File: src/rtl/dw_pkg.sv
package dw_pkg;

    // Default sizing of the dependency window.
    localparam int DW_NUM_REGS   = 32;
    localparam int DW_NUM_TAGS   = 16;
    localparam int DW_WIN        = 8;
    localparam int DW_SCHED_LAT  = 2;

    // Number of producers a newly inserted instruction still waits on.
    function automatic logic [1:0] dw_pending(input logic wait_a, input logic wait_b);
        return {1'b0, wait_a} + {1'b0, wait_b};
    endfunction

    // Pending count after the wakeups of one completion broadcast.
    function automatic logic [1:0] dw_after_wake(input logic [1:0] pend,
                                                 input logic hit_a, input logic hit_b);
        return pend - {1'b0, hit_a} - {1'b0, hit_b};
    endfunction

endpackage

File: src/rtl/dw_first_set.sv
module dw_first_set #(
    parameter int N     = 8,
    parameter int IDX_W = 3
) (
    input  logic [N-1:0]     req,
    output logic             found,
    output logic [IDX_W-1:0] idx
);
    // Lowest-numbered set bit wins.
    always_comb begin
        found = 1'b0;
        idx   = '0;
        for (int i = N - 1; i >= 0; i--) begin
            if (req[i]) begin
                found = 1'b1;
                idx   = IDX_W'(i);
            end
        end
    end
endmodule

File: src/rtl/dw_writer_table.sv
module dw_writer_table #(
    parameter int NUM_REGS = 32,
    parameter int TAG_W    = 4,
    localparam int REG_W   = $clog2(NUM_REGS)
) (
    input  logic             clk,
    input  logic             rst,
    input  logic [REG_W-1:0] look_a,
    input  logic [REG_W-1:0] look_b,
    output logic             hit_a,
    output logic [TAG_W-1:0] tag_a,
    output logic             hit_b,
    output logic [TAG_W-1:0] tag_b,
    input  logic             wr_en,
    input  logic [REG_W-1:0] wr_reg,
    input  logic [TAG_W-1:0] wr_tag,
    input  logic             clr_en,
    input  logic [TAG_W-1:0] clr_tag
);
    logic [NUM_REGS-1:0]            live;
    logic [NUM_REGS-1:0][TAG_W-1:0] owner;

    for (genvar r = 0; r < NUM_REGS; r++) begin : g_reg
        if (r == 0) begin : g_zero
            // Register 0 carries no dependency.
            assign live[r]  = 1'b0;
            assign owner[r] = '0;
        end else begin : g_track
            logic             live_q;
            logic [TAG_W-1:0] owner_q;
            always_ff @(posedge clk) begin
                if (rst) begin
                    live_q  <= 1'b0;
                    owner_q <= '0;
                end else begin
                    // Clear only when the finishing tag still owns the register.
                    if (clr_en && live_q && owner_q == clr_tag)
                        live_q <= 1'b0;
                    // A new writer takes precedence over a same-edge clear.
                    if (wr_en && wr_reg == REG_W'(r)) begin
                        live_q  <= 1'b1;
                        owner_q <= wr_tag;
                    end
                end
            end
            assign live[r]  = live_q;
            assign owner[r] = owner_q;
        end
    end

    // Lookups see the table before this edge's updates.
    assign hit_a = live[look_a];
    assign tag_a = owner[look_a];
    assign hit_b = live[look_b];
    assign tag_b = owner[look_b];
endmodule

File: src/rtl/dw_slot_array.sv
module dw_slot_array import dw_pkg::*; #(
    parameter int WIN       = 8,
    parameter int TAG_W     = 4,
    parameter int SCHED_LAT = 2,
    localparam int IDX_W    = (WIN > 1) ? $clog2(WIN) : 1,
    localparam int TMR_W    = $clog2(SCHED_LAT + 1)
) (
    input  logic                      clk,
    input  logic                      rst,
    input  logic                      alloc_en,
    input  logic [IDX_W-1:0]          alloc_idx,
    input  logic [TAG_W-1:0]          new_tag,
    input  logic                      new_wait_a,
    input  logic [TAG_W-1:0]          new_prod_a,
    input  logic                      new_wait_b,
    input  logic [TAG_W-1:0]          new_prod_b,
    input  logic                      wake_en,
    input  logic [TAG_W-1:0]          wake_tag,
    input  logic                      grant_en,
    input  logic [IDX_W-1:0]          grant_idx,
    output logic [WIN-1:0]            occ,
    output logic [WIN-1:0]            elig,
    output logic [WIN-1:0][TAG_W-1:0] slot_tag
);
    typedef struct packed {
        logic             busy;
        logic [TAG_W-1:0] tag;
        logic             wait_a;
        logic [TAG_W-1:0] prod_a;
        logic             wait_b;
        logic [TAG_W-1:0] prod_b;
        logic [1:0]       pend;
        logic [TMR_W-1:0] tmr;
    } slot_t;

    for (genvar i = 0; i < WIN; i++) begin : g_slot
        slot_t      s_q;
        logic       wk_a;
        logic       wk_b;
        logic [1:0] pend_nx;

        always_comb begin
            wk_a    = wake_en && s_q.wait_a && s_q.prod_a == wake_tag;
            wk_b    = wake_en && s_q.wait_b && s_q.prod_b == wake_tag;
            pend_nx = dw_after_wake(s_q.pend, wk_a, wk_b);
        end

        always_ff @(posedge clk) begin
            if (rst) begin
                s_q <= '0;
            end else if (alloc_en && alloc_idx == IDX_W'(i)) begin
                s_q.busy   <= 1'b1;
                s_q.tag    <= new_tag;
                s_q.wait_a <= new_wait_a;
                s_q.prod_a <= new_prod_a;
                s_q.wait_b <= new_wait_b;
                s_q.prod_b <= new_prod_b;
                s_q.pend   <= dw_pending(new_wait_a, new_wait_b);
                s_q.tmr    <= TMR_W'(SCHED_LAT);
            end else if (s_q.busy) begin
                if (grant_en && grant_idx == IDX_W'(i)) begin
                    s_q.busy <= 1'b0;
                end else begin
                    if (wk_a) s_q.wait_a <= 1'b0;
                    if (wk_b) s_q.wait_b <= 1'b0;
                    s_q.pend <= pend_nx;
                    // Scheduling penalty restarts when the last producer completes.
                    if (s_q.pend != 2'd0 && pend_nx == 2'd0)
                        s_q.tmr <= TMR_W'(SCHED_LAT);
                    else if (s_q.pend == 2'd0 && s_q.tmr != '0)
                        s_q.tmr <= s_q.tmr - 1'b1;
                end
            end
        end

        assign occ[i]      = s_q.busy;
        assign elig[i]     = s_q.busy && s_q.pend == 2'd0 && s_q.tmr == '0;
        assign slot_tag[i] = s_q.tag;
    end
endmodule

File: src/rtl/dep_window.sv
module dep_window import dw_pkg::*; #(
    parameter int NUM_REGS  = DW_NUM_REGS,
    parameter int NUM_TAGS  = DW_NUM_TAGS,
    parameter int WIN       = DW_WIN,
    parameter int SCHED_LAT = DW_SCHED_LAT,
    localparam int REG_W    = $clog2(NUM_REGS),
    localparam int TAG_W    = $clog2(NUM_TAGS)
) (
    input  logic                clk,
    input  logic                rst,
    input  logic                ins_valid,
    input  logic [REG_W-1:0]    ins_src_a,
    input  logic [REG_W-1:0]    ins_src_b,
    input  logic [REG_W-1:0]    ins_dst,
    input  logic [TAG_W-1:0]    ins_tag,
    input  logic                cmp_valid,
    input  logic [TAG_W-1:0]    cmp_tag,
    output logic                win_full,
    output logic                issue_valid,
    output logic [TAG_W-1:0]    issue_tag,
    output logic [NUM_TAGS-1:0] done_mask
);
    localparam int IDX_W = (WIN > 1) ? $clog2(WIN) : 1;

    logic                      accept;
    logic                      hit_a, hit_b;
    logic [TAG_W-1:0]          tag_a, tag_b;
    logic                      wait_a, wait_b;
    logic [WIN-1:0]            occ, elig;
    logic [WIN-1:0][TAG_W-1:0] slot_tag;
    logic                      free_found, gnt_found;
    logic [IDX_W-1:0]          free_idx, gnt_idx;

    assign win_full = &occ;
    assign accept   = ins_valid && !win_full;

    dw_writer_table #(
        .NUM_REGS (NUM_REGS),
        .TAG_W    (TAG_W)
    ) u_table (
        .clk     (clk),
        .rst     (rst),
        .look_a  (ins_src_a),
        .look_b  (ins_src_b),
        .hit_a   (hit_a),
        .tag_a   (tag_a),
        .hit_b   (hit_b),
        .tag_b   (tag_b),
        .wr_en   (accept),
        .wr_reg  (ins_dst),
        .wr_tag  (ins_tag),
        .clr_en  (cmp_valid),
        .clr_tag (cmp_tag)
    );

    // A producer finishing on this very edge is already satisfied.
    always_comb begin
        wait_a = hit_a && !(cmp_valid && tag_a == cmp_tag);
        wait_b = hit_b && !(cmp_valid && tag_b == cmp_tag);
    end

    dw_first_set #(.N(WIN), .IDX_W(IDX_W)) u_alloc_pick (
        .req   (~occ),
        .found (free_found),
        .idx   (free_idx)
    );

    dw_first_set #(.N(WIN), .IDX_W(IDX_W)) u_issue_pick (
        .req   (elig),
        .found (gnt_found),
        .idx   (gnt_idx)
    );

    dw_slot_array #(
        .WIN       (WIN),
        .TAG_W     (TAG_W),
        .SCHED_LAT (SCHED_LAT)
    ) u_slots (
        .clk        (clk),
        .rst        (rst),
        .alloc_en   (accept && free_found),
        .alloc_idx  (free_idx),
        .new_tag    (ins_tag),
        .new_wait_a (wait_a),
        .new_prod_a (tag_a),
        .new_wait_b (wait_b),
        .new_prod_b (tag_b),
        .wake_en    (cmp_valid),
        .wake_tag   (cmp_tag),
        .grant_en   (gnt_found),
        .grant_idx  (gnt_idx),
        .occ        (occ),
        .elig       (elig),
        .slot_tag   (slot_tag)
    );

    assign issue_valid = gnt_found;
    assign issue_tag   = slot_tag[gnt_idx];

    always_ff @(posedge clk) begin
        if (rst) begin
            done_mask <= '0;
        end else begin
            if (cmp_valid) done_mask[cmp_tag] <= 1'b1;
            if (accept)    done_mask[ins_tag] <= 1'b0;
        end
    end
endmodule

File: config.mk
export PLATFORM = sky130hd
export DESIGN_NAME = dep_window
export DESIGN_NICKNAME = d
export VERILOG_FILES = /design/src/rtl/dw_pkg.sv /design/src/rtl/dw_first_set.sv /design/src/rtl/dw_writer_table.sv /design/src/rtl/dw_slot_array.sv /design/src/rtl/dep_window.sv
export SDC_FILE = /design/constraint.sdc
export NUM_CORES = 1
export LEC_CHECK = 0
export BUFFER_PORTS_ARGS = -buffer_cell sky130_fd_sc_hd__buf_4
export CAP_MARGIN = 20
export CORE_ASPECT_RATIO = 2
export CORE_MARGIN = 2
export CORE_UTILIZATION = 41
export CTS_CLUSTER_SIZE = 20
export DETAILED_ROUTE_END_ITERATION = 7
export PLACE_DENSITY_LB_ADDON = 0.08
export SYNTH_ARGS = -nofsm -noshare
export SYNTH_HDL_FRONTEND = slang
export SYNTH_SLANG_ARGS = --single-unit
File: constraint.sdc
create_clock -name clk -period 5.4 [get_ports clk]
set_input_delay 1.08 -clock clk [delete_from_list [all_inputs] [get_ports clk]]
set_output_delay 1.08 -clock clk [all_outputs]
set_load 0.01 [all_outputs]
==> results.txt <==
The worst-case setup margin in the final layout is 0.268 ns. In this run the most critical hold path is launched from u_slots.slot_tag[5]$_SDFFE_PP0P_. For the number of antenna violations at the first check in global routing, the log shows 0.

When the netlist entered floorplanning its net count stood at 2213. Total count of hold-check failures in the final report: 0. The logs give 0 for the number of diodes and 6470 µm² for the area taken by flip-flops and latches.

The synthesis-stage register bit count works out to 323. The CTS buffer count came out at 31. The worst setup path is captured at an output pin.

Of the total power, the clock network draws 44.5%. In this run the cell area measured after placement is 19100 µm². After the flow finishes, the layout carries non-filler instances totaling 2685.

At the end of the flow the core is filled with cells to 45.8%. The tools report the worst hold endpoint as u_slots.slot_tag[5]$_SDFFE_PP0P_. The tools report the register area share after synthesis as 35.3%.

In this run the tool buffered the top-level ports with 48 buffer cells. Cell chosen for the clock root: clkbuf_16. Count of pins on the block boundary: 49. Detailed placement ended at an HPWL of 47900 µm. Aggregate global routing overflow: 0. Largest area contributor in the synthesized netlist: dfxtp_1. In this run the static leakage power is 7.45 nW. The number of synthesized flops with an enable pin works out to 0.

Reg-to-reg endpoint: u_slots.g_slot[5].s_q[0]$_SDFFE_PP0P_. Post-CTS repair changed the size of 0 cells. Dividing the detail-routed via count by the number of cells gives 5.96.

Entering global routing, the biggest net connects 174 pins. The total number of yosys warnings is 0. The latest clock arrival within the worst-skew pair is 0.60 ns.

For the worst setup path, the data arrival time is 4.05 ns. The proportion of layout cells with a drive suffix above 1 came out at 9.81%. In the routed design, unresolved DRC markers number 0.

The depth of the most critical reg-to-reg path was 12. The global-route wire length before repair came out at 100000 µm. VDD sags by at most 0.000254 V.

Most common cell in the netlist: dfxtp_1. In this run the standard cell core region covers 44200 µm². For the pin with the worst max-slew slack, the measured transition is 1.09 ns. The H-tree depth is 1, and the number of fill cells in the layout is 4443. The finished cells cover 20200 µm².

The max-slew violation count was 0; the internal power component was 4.08 mW. The worst hold path stage count works out to 2. In this run the remaining antenna-violating nets after routing total 0.

Headroom to the max-slew limit came out at 26.8%. The clock tree skew after final layout came out at 0.0234 ns. A synthesized cell averages 8.52 µm².

The final critical path takes up 95.0% of the cycle. The tools report the starting DRC count in detailed routing as 980. The flow ran to the end, and the final reports show no timing, DRC or antenna violations.

The area of the die was 46500 µm²; the effective utilization at floorplan was 41.5%. The setup check on the worst reg-to-reg path leaves a slack of 1.66 ns. Compared with the post-synthesis result, the final layout area differs by 10.3%. The number of global-route vias before repair was 16300. The standard cell with the maximum stage delay on the critical path was o21ai_0. The number of rows in the core area came out at 109. Clock sink total: 323.

For the finished layout, the period the worst path requires is 5.13 ns. The final-report setup violation count was 0. The netlist area before placement is 18300 µm². In this design, the stage delay of the slowest critical-path cell is 0.88 ns. Across all layers, the routed design uses 16000 vias. Buffers added to address setup during post-CTS repair amount to 0. Worst setup slack after placement: 0.558 ns. The first detailed-routing pass took 7 iterations.

The min-delay analysis places its worst path in the category reg -> reg. The setup TNS after final layout was 0 ns; the switching portion of total power was 26.2%. The maximum fanout along the worst path was 5; the gate count after technology mapping was 2153. Ranked by instance count, the synthesized netlist is headed by dfxtp_1, nor2_1, mux2i_1.

The tools report the origin of the critical flop-to-flop path as u_slots.g_slot[2].s_q[0]$_SDFFE_PP0P_. The proportion of power drawn by combinational gates is 11.2%. The signal on the critical path passes through nor4bb_1, or2_2, nor3_1, o21ai_0, inv_1, a221o_1, a221oi_1, a21oi_1, buf_4.

Based on the critical path, the design can be clocked at up to 195 MHz. The total routing resource utilization after global routing was 27.9%; the number of nets in the finished design was 2167. Setup repair after global routing left no endpoint under its margin. After clock tree synthesis, the clock-pin slew on the worst setup and hold paths is 0.06 ns.

The overall die width is 154 µm. The routed length per placed instance came out at 24.8 µm. The tools report the max-cap violation count as 0. The run gives 0.454 ns as the worst hold-check slack.

The critical path class was reg -> out. The proportion of register bits with asynchronous set or reset after synthesis came out at 0%. The chip height was 303 µm.

TritonCTS built the clock tree. The share of the synthesized area in the top cell type is 35.3%. Summing all multi-input logic gate instances after layout gives 11000 µm². The critical path launch point type was a flip-flop.

For the sequential group share of total power, the log shows 44.3%. The congestion estimate from routability-driven global placement came to 0.971. The areal power density over the cells works out to 273 nW/µm². Counting tap cells, the placed design contains a total of 2628 instances. After synthesis, the netlist uses 74 different library cells. The deepest clock path buffer count was 3. The most common flop cell mapped by yosys was dfxtp_1. By area the synthesized netlist is led by dfxtp_1, mux2i_1, xor2_1. The routed design has 66500 µm of wire. The completed layout was analyzed and its total power is 5.53 mW.

For the worst setup path, the data required time is 4.32 ns. For the number of buffers inserted by hold repair at cts, the log shows 0. The run gives 1.45 mW as the net switching component of the power.
-- worst max-delay path: cells and delay by family, from the launching register on --
family,cells,cell delay [ns]
buffers and inverters,2,0.34
flip-flops,1,0.47
AO/OA/AOI/OAI,4,1.62
AND/OR/NAND/NOR,3,1.03
-- metal layers --
metal  vias up  part of all wire (%)  track usage [%]
met3       238                   3.1             2.53
li1       7525                     -                -
met4         0                   9.5             22.8
met5         -                     0                0
met1      7770                    34             26.6
met2       481                    54             53.7
-- worst max-delay path by stage --
stage / start / endpoint / slack [ns] / depth (start not counted)
2_1_floorplan: cmp_tag[3] / u_slots.g_slot[5].s_q[0]$_SDFFE_PP0P_ / 1.07 / 16
3_3_place_gp: ins_src_a[0] / u_slots.g_slot[0].s_q[2]$_SDFFE_PP0P_ / 0.47 / 13
3_5_place_dp: ins_src_a[0] / u_slots.g_slot[2].s_q[2]$_SDFFE_PP0P_ / 0.56 / 11
4_1_cts: u_slots.g_slot[6].s_q[0]$_SDFFE_PP0P_ / issue_tag[0] / 0.26 / 14
5_1_grt: u_slots.g_slot[6].s_q[0]$_SDFFE_PP0P_ / issue_tag[0] / 0.09 / 14
6_report: u_slots.occ[3]$_SDFF_PP0_ / issue_tag[2] / 0.27 / 9
-- sequential cells by signal (all words and copies together) (netlist names) --
name                       count
done_mask                     16
u_table.g.g_track.live_q      31
u_table.g.g_track.owner_q    124
u_slots.slot_tag              32
u_slots.g_slot.s_q           112
u_slots.occ                    8
-- power by group through the flow --
stage | Clock (mW) | Sequential (mW) | Combinational, mW
6_report | 2.46 | 2.45 | 0.617
3_3_place_gp | 0 | 2.50 | 0.611
2_1_floorplan | 0 | 2.49 | 0.424
4_1_cts | 2.52 | 2.45 | 0.617
3_5_place_dp | 0 | 2.50 | 0.615
5_1_grt | 2.61 | 2.45 | 0.664
-- kinds of logic after synthesis --
| family | share of synthesized area (%) |
|---|---|
| AOI/OAI and AO/OA | 16.6 |
| DFF | 35.3 |
| buffers and inverters | 4.74 |
| and+or+nand+nor | 17.0 |
| muxes | 14.5 |
| adders and majority gates | 2.58 |
| xor gates and xnor gates | 9.26 |
-- area by class of cell --
class	instances	area share [%]
timing repair buffer	91	3.57
inverter	52	0.965
multi-input combinational	1608	54.5
tap	555	3.43
clock buffer	41	4.32
clock inverter	15	1.28
sequential	323	32.0
-- cell usage in the layout, fill, tap and decap left out, drive strengths merged, types with 13 or more instances in the layout --
cell,n
a211oi,77
a21oi,142
a22oi,22
buf,90
clkbuf,42
dfxtp,323
ha,25
inv,53
mux2,13
mux2i,173
mux4,35
nand2,169
nand3,45
nand4,21
nor2,302
nor2b,21
nor3,82
o211ai,14
o21ai,82
o22ai,19
xnor2,55
xor2,139
Note: power is estimated with default switching activity, not from simulation.
